===== src/rtl/seg_xlate_pkg.sv =====
`timescale 1ns/1ps
package seg_xlate_pkg;

  typedef enum logic [1:0] {
    ACC_READ  = 2'd0,
    ACC_WRITE = 2'd1,
    ACC_EXEC  = 2'd2
  } acc_kind_e;

  typedef enum logic [1:0] {
    PATH_BYPASS  = 2'd0,
    PATH_SEGMENT = 2'd1,
    PATH_PAGED   = 2'd2
  } path_e;

  typedef enum logic [1:0] {
    ST_IDLE = 2'd0,
    ST_WAIT = 2'd1,
    ST_RESP = 2'd2
  } ctrl_state_e;

  // Field of the global configuration word that switches translation on
  localparam int XLATE_EN_LSB = 2;
  localparam int XLATE_EN_W   = 2;

endpackage


===== src/rtl/seg_base_pick.sv =====
`timescale 1ns/1ps
// Selects the remap nibble for a segment out of two packed base words.
module seg_base_pick #(
  parameter int ADDR_W = 32,
  parameter int SEG_W  = 4
) (
  input  logic [SEG_W-1:0]  seg,
  input  logic [ADDR_W-1:0] kbase_lo,
  input  logic [ADDR_W-1:0] kbase_hi,
  output logic [SEG_W-1:0]  base_nib
);
  localparam int NSEG = 1 << SEG_W;
  localparam int HALF = NSEG / 2;

  logic [SEG_W-1:0] nib_tab [NSEG];

  for (genvar g = 0; g < NSEG; g++) begin : g_nib
    if (g < HALF) begin : g_lo
      assign nib_tab[g] = kbase_lo[(g % HALF)*SEG_W +: SEG_W];
    end else begin : g_hi
      assign nib_tab[g] = kbase_hi[(g % HALF)*SEG_W +: SEG_W];
    end
  end

  assign base_nib = nib_tab[seg];

endmodule


===== src/rtl/seg_classify.sv =====
`timescale 1ns/1ps
// Decides the path of an access and forms the untranslated or remapped address.
module seg_classify
  import seg_xlate_pkg::*;
#(
  parameter int ADDR_W = 32,
  parameter int SEG_W  = 4,
  parameter int CFG_W  = 32
) (
  input  logic [ADDR_W-1:0] vaddr,
  input  logic [1:0]        kind,
  input  logic              user,
  input  logic [CFG_W-1:0]  glb_cfg,
  input  logic [CFG_W-1:0]  mmu_cfg,
  input  logic [SEG_W-1:0]  base_nib,
  output logic [SEG_W-1:0]  seg,
  output path_e             path,
  output logic [ADDR_W-1:0] direct_paddr,
  output logic              isel
);
  localparam int NSEG  = 1 << SEG_W;
  localparam int OFS_W = ADDR_W - SEG_W;

  logic            xl_en;
  logic [NSEG-1:0] seg_map;
  logic            seg_direct;
  logic            unused_cfg;

  assign seg        = vaddr[ADDR_W-1 -: SEG_W];
  assign seg_map    = mmu_cfg[NSEG-1:0];
  assign xl_en      = |glb_cfg[XLATE_EN_LSB +: XLATE_EN_W];
  assign seg_direct = !user && seg_map[seg];
  assign unused_cfg = ^{glb_cfg, mmu_cfg};

  always_comb begin
    if (!xl_en) begin
      path         = PATH_BYPASS;
      direct_paddr = vaddr;
    end else if (seg_direct) begin
      path         = PATH_SEGMENT;
      direct_paddr = {base_nib, vaddr[OFS_W-1:0]};
    end else begin
      path         = PATH_PAGED;
      direct_paddr = vaddr;
    end
  end

  assign isel = (kind == ACC_EXEC);

endmodule


===== src/rtl/seg_ctrl.sv =====
`timescale 1ns/1ps
// Request/lookup/response sequencing with registered result.
module seg_ctrl
  import seg_xlate_pkg::*;
#(
  parameter int ADDR_W = 32,
  parameter int PROT_W = 3
) (
  input  logic              clk,
  input  logic              rst_n,
  input  logic              req_valid,
  output logic              req_ready,
  input  path_e             path_in,
  input  logic [ADDR_W-1:0] direct_paddr,
  input  logic [ADDR_W-1:0] vaddr_in,
  input  logic [1:0]        kind_in,
  input  logic              user_in,
  input  logic              isel_in,
  output logic              tlb_req,
  output logic              tlb_isel,
  output logic [ADDR_W-1:0] tlb_vaddr,
  output logic [1:0]        tlb_kind,
  output logic              tlb_user,
  input  logic              tlb_done,
  input  logic [ADDR_W-1:0] tlb_paddr,
  input  logic [PROT_W-1:0] tlb_prot,
  input  logic              tlb_miss,
  output logic              rsp_valid,
  input  logic              rsp_ready,
  output logic [ADDR_W-1:0] rsp_paddr,
  output logic [PROT_W-1:0] rsp_prot,
  output logic              rsp_miss
);
  localparam logic [PROT_W-1:0] PROT_FULL = '1;

  ctrl_state_e state_q, state_d;

  logic              accept;
  logic              go_paged;
  logic              lkp_en;
  logic              rsp_en;
  logic [ADDR_W-1:0] rsp_paddr_d;
  logic [PROT_W-1:0] rsp_prot_d;
  logic              rsp_miss_d;

  assign req_ready = (state_q == ST_IDLE);
  assign accept    = req_valid && req_ready;
  assign go_paged  = (path_in == PATH_PAGED);
  assign lkp_en    = accept && go_paged;

  // next state
  always_comb begin
    state_d = state_q;
    unique case (state_q)
      ST_IDLE: if (accept)    state_d = go_paged ? ST_WAIT : ST_RESP;
      ST_WAIT: if (tlb_done)  state_d = ST_RESP;
      ST_RESP: if (rsp_ready) state_d = ST_IDLE;
      default:                state_d = ST_IDLE;
    endcase
  end

  always_ff @(posedge clk or negedge rst_n) begin
    if (!rst_n) state_q <= ST_IDLE;
    else        state_q <= state_d;
  end

  // response payload selection
  always_comb begin
    rsp_en      = 1'b0;
    rsp_paddr_d = direct_paddr;
    rsp_prot_d  = PROT_FULL;
    rsp_miss_d  = 1'b0;
    if (state_q == ST_WAIT) begin
      rsp_en      = tlb_done;
      rsp_paddr_d = tlb_paddr;
      rsp_prot_d  = tlb_prot;
      rsp_miss_d  = tlb_miss;
    end else if (accept && !go_paged) begin
      rsp_en = 1'b1;
    end
  end

  always_ff @(posedge clk) begin
    if (rsp_en) begin
      rsp_paddr <= rsp_paddr_d;
      rsp_prot  <= rsp_prot_d;
      rsp_miss  <= rsp_miss_d;
    end
  end

  // lookup request fields, captured once per paged access
  always_ff @(posedge clk) begin
    if (lkp_en) begin
      tlb_vaddr <= vaddr_in;
      tlb_kind  <= kind_in;
      tlb_user  <= user_in;
      tlb_isel  <= isel_in;
    end
  end

  assign tlb_req   = (state_q == ST_WAIT);
  assign rsp_valid = (state_q == ST_RESP);

endmodule


===== src/rtl/seg_xlate_front.sv =====
`timescale 1ns/1ps
module seg_xlate_front
  import seg_xlate_pkg::*;
#(
  parameter int ADDR_W = 32,
  parameter int SEG_W  = 4,
  parameter int CFG_W  = 32,
  parameter int PROT_W = 3
) (
  input  logic              clk,
  input  logic              rst_n,
  input  logic              req_valid,
  output logic              req_ready,
  input  logic [ADDR_W-1:0] req_vaddr,
  input  logic [1:0]        req_kind,
  input  logic              req_user,
  input  logic [CFG_W-1:0]  glb_cfg,
  input  logic [CFG_W-1:0]  mmu_cfg,
  input  logic [ADDR_W-1:0] kbase_lo,
  input  logic [ADDR_W-1:0] kbase_hi,
  output logic              tlb_req,
  output logic              tlb_isel,
  output logic [ADDR_W-1:0] tlb_vaddr,
  output logic [1:0]        tlb_kind,
  output logic              tlb_user,
  input  logic              tlb_done,
  input  logic [ADDR_W-1:0] tlb_paddr,
  input  logic [PROT_W-1:0] tlb_prot,
  input  logic              tlb_miss,
  output logic              rsp_valid,
  input  logic              rsp_ready,
  output logic [ADDR_W-1:0] rsp_paddr,
  output logic [PROT_W-1:0] rsp_prot,
  output logic              rsp_miss
);
  logic [SEG_W-1:0]  seg;
  logic [SEG_W-1:0]  base_nib;
  path_e             path;
  logic [ADDR_W-1:0] direct_paddr;
  logic              isel;

  seg_base_pick #(.ADDR_W(ADDR_W), .SEG_W(SEG_W)) i_base (
    .seg      (seg),
    .kbase_lo (kbase_lo),
    .kbase_hi (kbase_hi),
    .base_nib (base_nib)
  );

  seg_classify #(.ADDR_W(ADDR_W), .SEG_W(SEG_W), .CFG_W(CFG_W)) i_cls (
    .vaddr        (req_vaddr),
    .kind         (req_kind),
    .user         (req_user),
    .glb_cfg      (glb_cfg),
    .mmu_cfg      (mmu_cfg),
    .base_nib     (base_nib),
    .seg          (seg),
    .path         (path),
    .direct_paddr (direct_paddr),
    .isel         (isel)
  );

  seg_ctrl #(.ADDR_W(ADDR_W), .PROT_W(PROT_W)) i_ctrl (
    .clk          (clk),
    .rst_n        (rst_n),
    .req_valid    (req_valid),
    .req_ready    (req_ready),
    .path_in      (path),
    .direct_paddr (direct_paddr),
    .vaddr_in     (req_vaddr),
    .kind_in      (req_kind),
    .user_in      (req_user),
    .isel_in      (isel),
    .tlb_req      (tlb_req),
    .tlb_isel     (tlb_isel),
    .tlb_vaddr    (tlb_vaddr),
    .tlb_kind     (tlb_kind),
    .tlb_user     (tlb_user),
    .tlb_done     (tlb_done),
    .tlb_paddr    (tlb_paddr),
    .tlb_prot     (tlb_prot),
    .tlb_miss     (tlb_miss),
    .rsp_valid    (rsp_valid),
    .rsp_ready    (rsp_ready),
    .rsp_paddr    (rsp_paddr),
    .rsp_prot     (rsp_prot),
    .rsp_miss     (rsp_miss)
  );

endmodule


===== config.mk =====
export PLATFORM = sky130hd
export DESIGN_NAME = seg_xlate_front
export DESIGN_NICKNAME = d
export VERILOG_FILES = /design/src/rtl/seg_xlate_pkg.sv /design/src/rtl/seg_base_pick.sv /design/src/rtl/seg_classify.sv /design/src/rtl/seg_ctrl.sv /design/src/rtl/seg_xlate_front.sv
export SDC_FILE = /design/constraint.sdc
export NUM_CORES = 1
export LEC_CHECK = 0
export ABC_AREA = 1
export BUFFER_PORTS_ARGS = -buffer_cell sky130_fd_sc_hd__buf_2
export CAP_MARGIN = 0
export CORE_MARGIN = 5
export CORE_UTILIZATION = 38
export CTS_BUF_LIST = sky130_fd_sc_hd__clkbuf_16
export DETAILED_ROUTE_END_ITERATION = 6
export PLACE_DENSITY = 0.8
export SYNTH_ARGS = -nofsm -noshare
export SYNTH_HDL_FRONTEND = slang
export SYNTH_HIERARCHICAL = 1
export SYNTH_SLANG_ARGS = --single-unit

===== constraint.sdc =====
create_clock -name clk -period 2.5 [get_ports clk]
set_input_delay 0.25 -clock clk [delete_from_list [all_inputs] [get_ports clk]]
set_output_delay 0.25 -clock clk [all_outputs]
set_load 0.1 [all_outputs]

# Yosys cells after proc, flatten, opt, wreduce, memory -nomap -nowiden
# Cells that the tools add are included.
# W data, S select, Z words.
[totals] ff_bits=74 input_bits=204 out_inout_bits=75 wordCells=44
[classes] magnitude_cmp=2 n_eq_ne=7 n_mux=17 bitwise=1 reduce_logical=9
[op_table] op="$mux W32" n=3
[op_table] op="$bmux W4 S4" n=1
[op_table] op="$mux W2" n=6
[op_table] op="$mux W4" n=2
[op_table] op="$eq A2 B2 Y1 const B" n=3
[op_table] op="$pmux W2 S3" n=1
[op_table] op="$ge A5 B5 Y1 const B" n=1
[op_table] op="$lt A4 B5 Y1 const B" n=1
[op_table] op="$not A4 Y5" n=1
[op_table] op="$bmux W1 S4" n=1
[op_table] op="$logic_and A1 B1 Y1" n=4
[op_table] op="$ne A2 B1 Y1 const B" n=2
[op_table] op="$mux W1" n=3
[op_table] op="$reduce_and A3 Y1" n=1
[op_table] op="$eq A2 B1 Y1 const B" n=1
[op_table] op="$logic_not A1 Y1" n=2
[op_table] op="$logic_not A2 Y1" n=1
[op_table] op="$ne A2 B2 Y1 const B" n=1
[op_table] op="$reduce_or A2 Y1" n=1

# Longest topological paths before layout
[depth] word_depth=10 depth_mapped=14 ltp_nobuf=13

# Cells and area by module
# Netlist, hierarchy kept.
[by_module_without_submodules] module="seg_ctrl" n_inst=1 cells_each=200 area_each_um2=2748.9 seq_area_each_um2=2212.1
[by_module_without_submodules] module="seg_base_pick" n_inst=1 cells_each=195 area_each_um2=854.6 seq_area_each_um2=0.0
[by_module_without_submodules] module="seg_classify" n_inst=1 cells_each=109 area_each_um2=605.6 seq_area_each_um2=0.0

# Worst setup path before layout
# OpenSTA, ideal clock, no wires.
[synth_timing] path_kind="register -> register" from="reg i_ctrl.state_q[1]" to="reg i_ctrl.tlb_isel, enable pin" setup_time_ns=0.429 arrival_ns=3.541 required_ns=2.071 setup_slack_ns=-1.470 path_stages_with_launch=4 path_buffers=0 period_less_slack_ns=3.970 path_cell_list="dfrtp_1 -> nor2_1 -> nand2_1 -> nor2_1"
[synth_via] elab_chain_cells=3
[synth_rtl] item="start: declaration" line_no="seg_ctrl.sv:36" text="ctrl_state_e state_q, state_d;"
[synth_rtl] item="start signal: assignment" line_no="seg_ctrl.sv:64" text="else state_q <= state_d;"
[synth_rtl] item="$logic_not A2 Y1" line_no="seg_ctrl.sv:46" text="assign req_ready = (state_q == ST_IDLE);"
[synth_rtl] item="via req_ready" line_no="seg_xlate_front.sv:13" text="output logic req_ready,"
[synth_rtl] item="$logic_and A1 B1 Y1" line_no="seg_ctrl.sv:47" text="assign accept = req_valid && req_ready;"
[synth_rtl] item="$logic_and A1 B1 Y1" line_no="seg_ctrl.sv:49" text="assign lkp_en = accept && go_paged;"
[synth_rtl] item="via i_ctrl.lkp_en" line_no="seg_ctrl.sv:40" text="logic lkp_en;"
[synth_rtl] item="end signal: assignment" line_no="seg_ctrl.sv:97" text="tlb_isel <= isel_in;"
[synth_rtl] item="end: declaration" line_no="seg_ctrl.sv:20" text="output logic tlb_isel,"
# The timed path passes the listed nets, and every way through them passes these cells.
# A chain may end at the register's enable or synchronous reset.

# Final worst setup path
[layout_timing] from="in req_vaddr[28]" to="reg i_ctrl.rsp_miss, enable pin"
[layout_via] elab_chain_cells=10
[layout_rtl] item="start: declaration" line_no="seg_xlate_front.sv:14" text="input logic [ADDR_W-1:0] req_vaddr,"
[layout_rtl] item="$bmux W1 S4" line_no="seg_classify.sv:32" text="assign seg_direct = !user && seg_map[seg];"
[layout_rtl] item="$mux W1 (not written as such)" line_no="seg_classify.sv:32"
[layout_rtl] item="$logic_and A1 B1 Y1" line_no="seg_classify.sv:32"
[layout_rtl] item="$mux W2" line_no="seg_classify.sv:39" text="end else if (seg_direct) begin"
[layout_rtl] item="$mux W2" line_no="seg_classify.sv:36" text="if (!xl_en) begin"
[layout_rtl] item="via path[0]" line_no="seg_xlate_front.sv:38" text="path_e path;"
[layout_rtl] item="$eq A2 B2 Y1" line_no="seg_ctrl.sv:48" text="assign go_paged = (path_in == PATH_PAGED);"
[layout_rtl] item="$logic_not A1 Y1" line_no="seg_ctrl.sv:78" text="end else if (accept && !go_paged) begin"
[layout_rtl] item="$logic_and A1 B1 Y1" line_no="seg_ctrl.sv:78"
[layout_rtl] item="$mux W1" line_no="seg_ctrl.sv:78"
[layout_rtl] item="$mux W1" line_no="seg_ctrl.sv:73" text="if (state_q == ST_WAIT) begin"
[layout_rtl] item="via i_ctrl.rsp_en" line_no="seg_ctrl.sv:41" text="logic rsp_en;"
[layout_rtl] item="end signal: assignment" line_no="seg_ctrl.sv:87" text="rsp_miss <= rsp_miss_d;"
[layout_rtl] item="end: declaration" line_no="seg_ctrl.sv:32" text="output logic rsp_miss"
# The timed path passes the listed nets, and every way through them passes these cells. The select of a mux whose other input is x is not followed.

==> results.py <==
metrics = {
    "outcome": {
        "status": "complete, no violations",
    },
    "setup_path": {
        "worstSetupEndpointType": "register",
        "arrival_ns": 1.86,
        "regToRegSetupSlack_ns": 0.95,
        "crit_chain": "buf_2 > inv_6 > nand2_1 > nand3_1 > nand3_1 > nand3_2 > nand2_4 > nand3_4 > inv_1 > inv_1 > nand2_1 > nand3_1 > nand2_2 > buf_12",
        "path_max_fanout": 36,
        "startpoint_type": "input pin",
        "cp_common_cell": "nand3_1",
        "r2r_start": "i_ctrl/state_q[1]",
        "worstReg2RegEnd": "i_ctrl/rsp_miss",
        "crit_slowest_cell": "buf_2",
        "worstPathRequired_ns": 2.51,
        "critical_path_buf_inv_count": 5,
        "timing_worst_setup_path_type": "in2reg",
        "crit_family": "simple AND/OR/NAND/NOR gates",
        "reg2reg_depth": 4,
        "cpPeakStageDelay_ns": 0.26,
    },
    "grt": {
        "grt_pass1_vias": 3657,
        "grtUsageTotal_pct": 17.13,
        "grt_pass1_wl_um": 17560,
        "antenna_found_initial": 0,
        "grt_max_degree": 37,
        "overflow": 0,
    },
    "sta": {
        "whs_ns": 0.1132,
        "setup_slack_ns": 0.6505,
        "relSlewSlack_pct": 65.51,
        "worst_slew_pin_slew_ns": 0.5209,
        "finalSetupViolCount": 0,
        "hold_violations": 0,
        "rsz0062_at_grt": "no",
        "fin_crit_sh_pct": 73.98,
        "slew_viol_final": 0,
        "finalClockSkew_ns": 0.006588,
        "max_freq_mhz": 540.7,
        "tns_ns": 0,
        "fin_crit_ns": 1.850,
    },
    "power": {
        "p_int_uw": 2784,
        "combPwrFrac_pct": 48.1,
        "p_clk_share_pct": 20.0,
        "p_seq_share_pct": 31.8,
        "cellLeakagePower_uw": 0.002961,
        "power.density_mw_per_mm2": 1012,
        "ir_drop_mv": 0.8017,
        "p_switching_uw": 2785,
        "switching_share_pct": 50.00,
    },
    "detailed_routing": {
        "wl_um": 11850,
        "wl_per_cell_um": 13.96,
        "vias_per_cell": 4.475,
        "via_count": 3799,
        "drtIter0Drc": 277,
        "dr.pass1.iters": 5,
        "detail-route-antenna-nets": 0,
        "drc_errors": 0,
    },
    "job": {
        "cap_violations": 0,
    },
    "synth": {
        "ys_ff_latch": 74,
        "avgSynthCellArea_um2": 8.351,
        "yosysUniqueCellTypes": 22,
        "synth_nets": 708,
        "yosysWarnings": 6,
        "netlist_instances": 504,
        "synthesis.area_mm2": 0.004209,
        "yosysSeqAreaShare_pct": 52.56,
    },
    "hold_path": {
        "min_path_type": "in2reg",
        "hold_start": "req_vaddr[23]",
        "min_path_cells": 1,
        "hold-path-endpoint": "i_ctrl/tlb_vaddr[23]",
    },
    "clocking": {
        "ctsResizeCount": 0,
        "cts_hold_buf": 1,
        "cts-htree-levels": 3,
        "cts_setup_buffers": 0,
        "clkTransAtPathRegs_ns": 0.06,
        "clk_latency_ns": 0.32,
        "tritoncts": "built",
        "clkSinkCount": 74,
        "numCtsBuffers": 9,
        "clock-root-buffer": "clkbuf_16",
        "cts.path.max_buffers": 2,
    },
    "finish": {
        "diodes": 0,
        "multi_input_area_mm2": 0.001287,
        "fin_nets": 908,
        "drive_gt1_share_pct": 37.38,
        "fill_cells": 1033,
        "stdcell_area_mm2": 0.005502,
        "final_cells": 849,
        "seqCellArea_mm2": 0.002212,
        "synthToLayoutAreaGrowth_pct": 30.71,
    },
    "placed_design": {
        "dp_hpwl_um": 9304,
        "place_area_mm2": 0.005229,
        "dp.cells": 832,
        "gp_congestion": 0.8872,
        "dp_slack_ns": 0.2938,
        "portBuffers": 232,
    },
    "die": {
        "coreArea_mm2": 0.01084,
        "ios": 279,
        "fp.dieW_um": 115.2,
        "die_y_um": 115.2,
        "row_count": 38,
        "dieArea_mm2": 0.01328,
        "start_util_pct": 38.83,
    },
}
## metrics by stage
stage | total power, uW | util [%]
2_1_floorplan | 4029 | -
3_3_place_gp | 4466 | 48.23
3_5_place_dp | 4502 | 48.23
4_1_cts | 5629 | 50.75
5_1_grt | 5832 | 50.75
6_report | 5569 | 50.75
## area by class of cell
class                      instances  area share (%)
sequential                        74           40.21
multi-input combinational        298           23.40
timing repair buffer             239           22.56
inverter                          82           5.868
clock buffer                       9           4.094
tap                              140           3.184
clock inverter                     7          0.6823
## power by group through the flow
stage | logic, uW | clock network (uW) | registers [uW]
2_1_floorplan | 784 | 0 | 3250
3_3_place_gp | 2680 | 0 | 1790
3_5_place_dp | 2700 | 0 | 1800
4_1_cts | 2710 | 1140 | 1770
5_1_grt | 2820 | 1220 | 1790
6_report | 2680 | 1120 | 1770
## worst max path at each step
stage | startpoint | endpoint | slack (ns) | cells past startpoint
after floorplan | i_ctrl/state_q[1] | i_ctrl/tlb_isel | 0.30 | 3
after global placement | req_vaddr[28] | i_ctrl/rsp_paddr[11] | 0.32 | 14
after detailed placement | req_vaddr[28] | i_ctrl/rsp_miss | 0.29 | 14
after CTS | req_vaddr[28] | i_ctrl/rsp_paddr[8] | 0.63 | 14
after global routing | req_vaddr[28] | i_ctrl/rsp_paddr[1] | 0.51 | 14
final | req_vaddr[28] | i_ctrl/rsp_miss | 0.65 | 14
## state kept, by name, indices dropped and copies added, names as in the netlist
signal and count:
i_ctrl/rsp_miss 1, i_ctrl/rsp_paddr 32, i_ctrl/rsp_prot 3, i_ctrl/state_q 2, i_ctrl/tlb_isel 1, i_ctrl/tlb_kind 2, i_ctrl/tlb_user 1, i_ctrl/tlb_vaddr 32
## cells in the final DEF (no fill, tap or decap)
cell	instances
a31oi_1	1
inv_4	2
nand3_1	61
nor2_1	4
nand3_4	1
clkinv_1	2
buf_4	4
nand2_2	2
nand2_4	1
dlygate4sd3_1	1
inv_1	78
or2_1	3
nand3_2	2
buf_2	232
a21oi_1	1
nor2_8	1
clkinv_4	1
nor2_4	2
inv_2	1
clkbuf_16	9
inv_6	2
o21ai_0	1
clkinv_2	2
dfrtp_1	2
edfxtp_1	72
clkinvlp_4	1
buf_12	2
nand2_1	214
nand4_1	4
## worst register-to-register path: stages, from the launching register on
cell     delay [ns]
dfrtp_1        0.47
nor2_8         0.28
nand2_1        0.13
nand2_2        0.11
buf_12         0.22
## cells in the mapped netlist
library cell  instances  area [um2]
o21ai_0               1       5.000
edfxtp_1             72        2162
nand4_1               4       25.02
inv_1                77       289.0
nand2_2               1       6.260
nand2_1             215       807.0
a31oi_1               1       6.260
nand3_4               1       17.52
nor2_8                1       20.02
dfrtp_1               2       50.05
buf_4                39       292.8
buf_2                 2       10.01
inv_6                 2       17.52
nand3_2               2       20.02
inv_2                 1       3.750
nor2_1                6       22.52
a21oi_1               1       5.000
inv_4                 2       12.51
or2_1                 3       18.77
buf_6                 9       101.4
nand2_4               1       11.26
nand3_1              61       305.3
## layer usage
layer	vias up	part of all wire [%]	GRT usage [%]
met5	-	0	0
met4	0	1.8	6.886
met3	17	12	4.053
met2	206	49	30.52
met1	1632	37	19.76
li1	1944	-	-
## kinds of logic (layout without fill, tap and decap cells)
family                 Yosys count  in the layout  share of synthesized area [%]
buffers and inverters          132            337                          17.27
flip-flops                      74             74                          52.56
AO/OA/AOI/OAI                    3              3                         0.3863
AND/OR/NAND/NOR                295            295                          29.79
No activity file was read; power rests on OpenSTA's default activity.
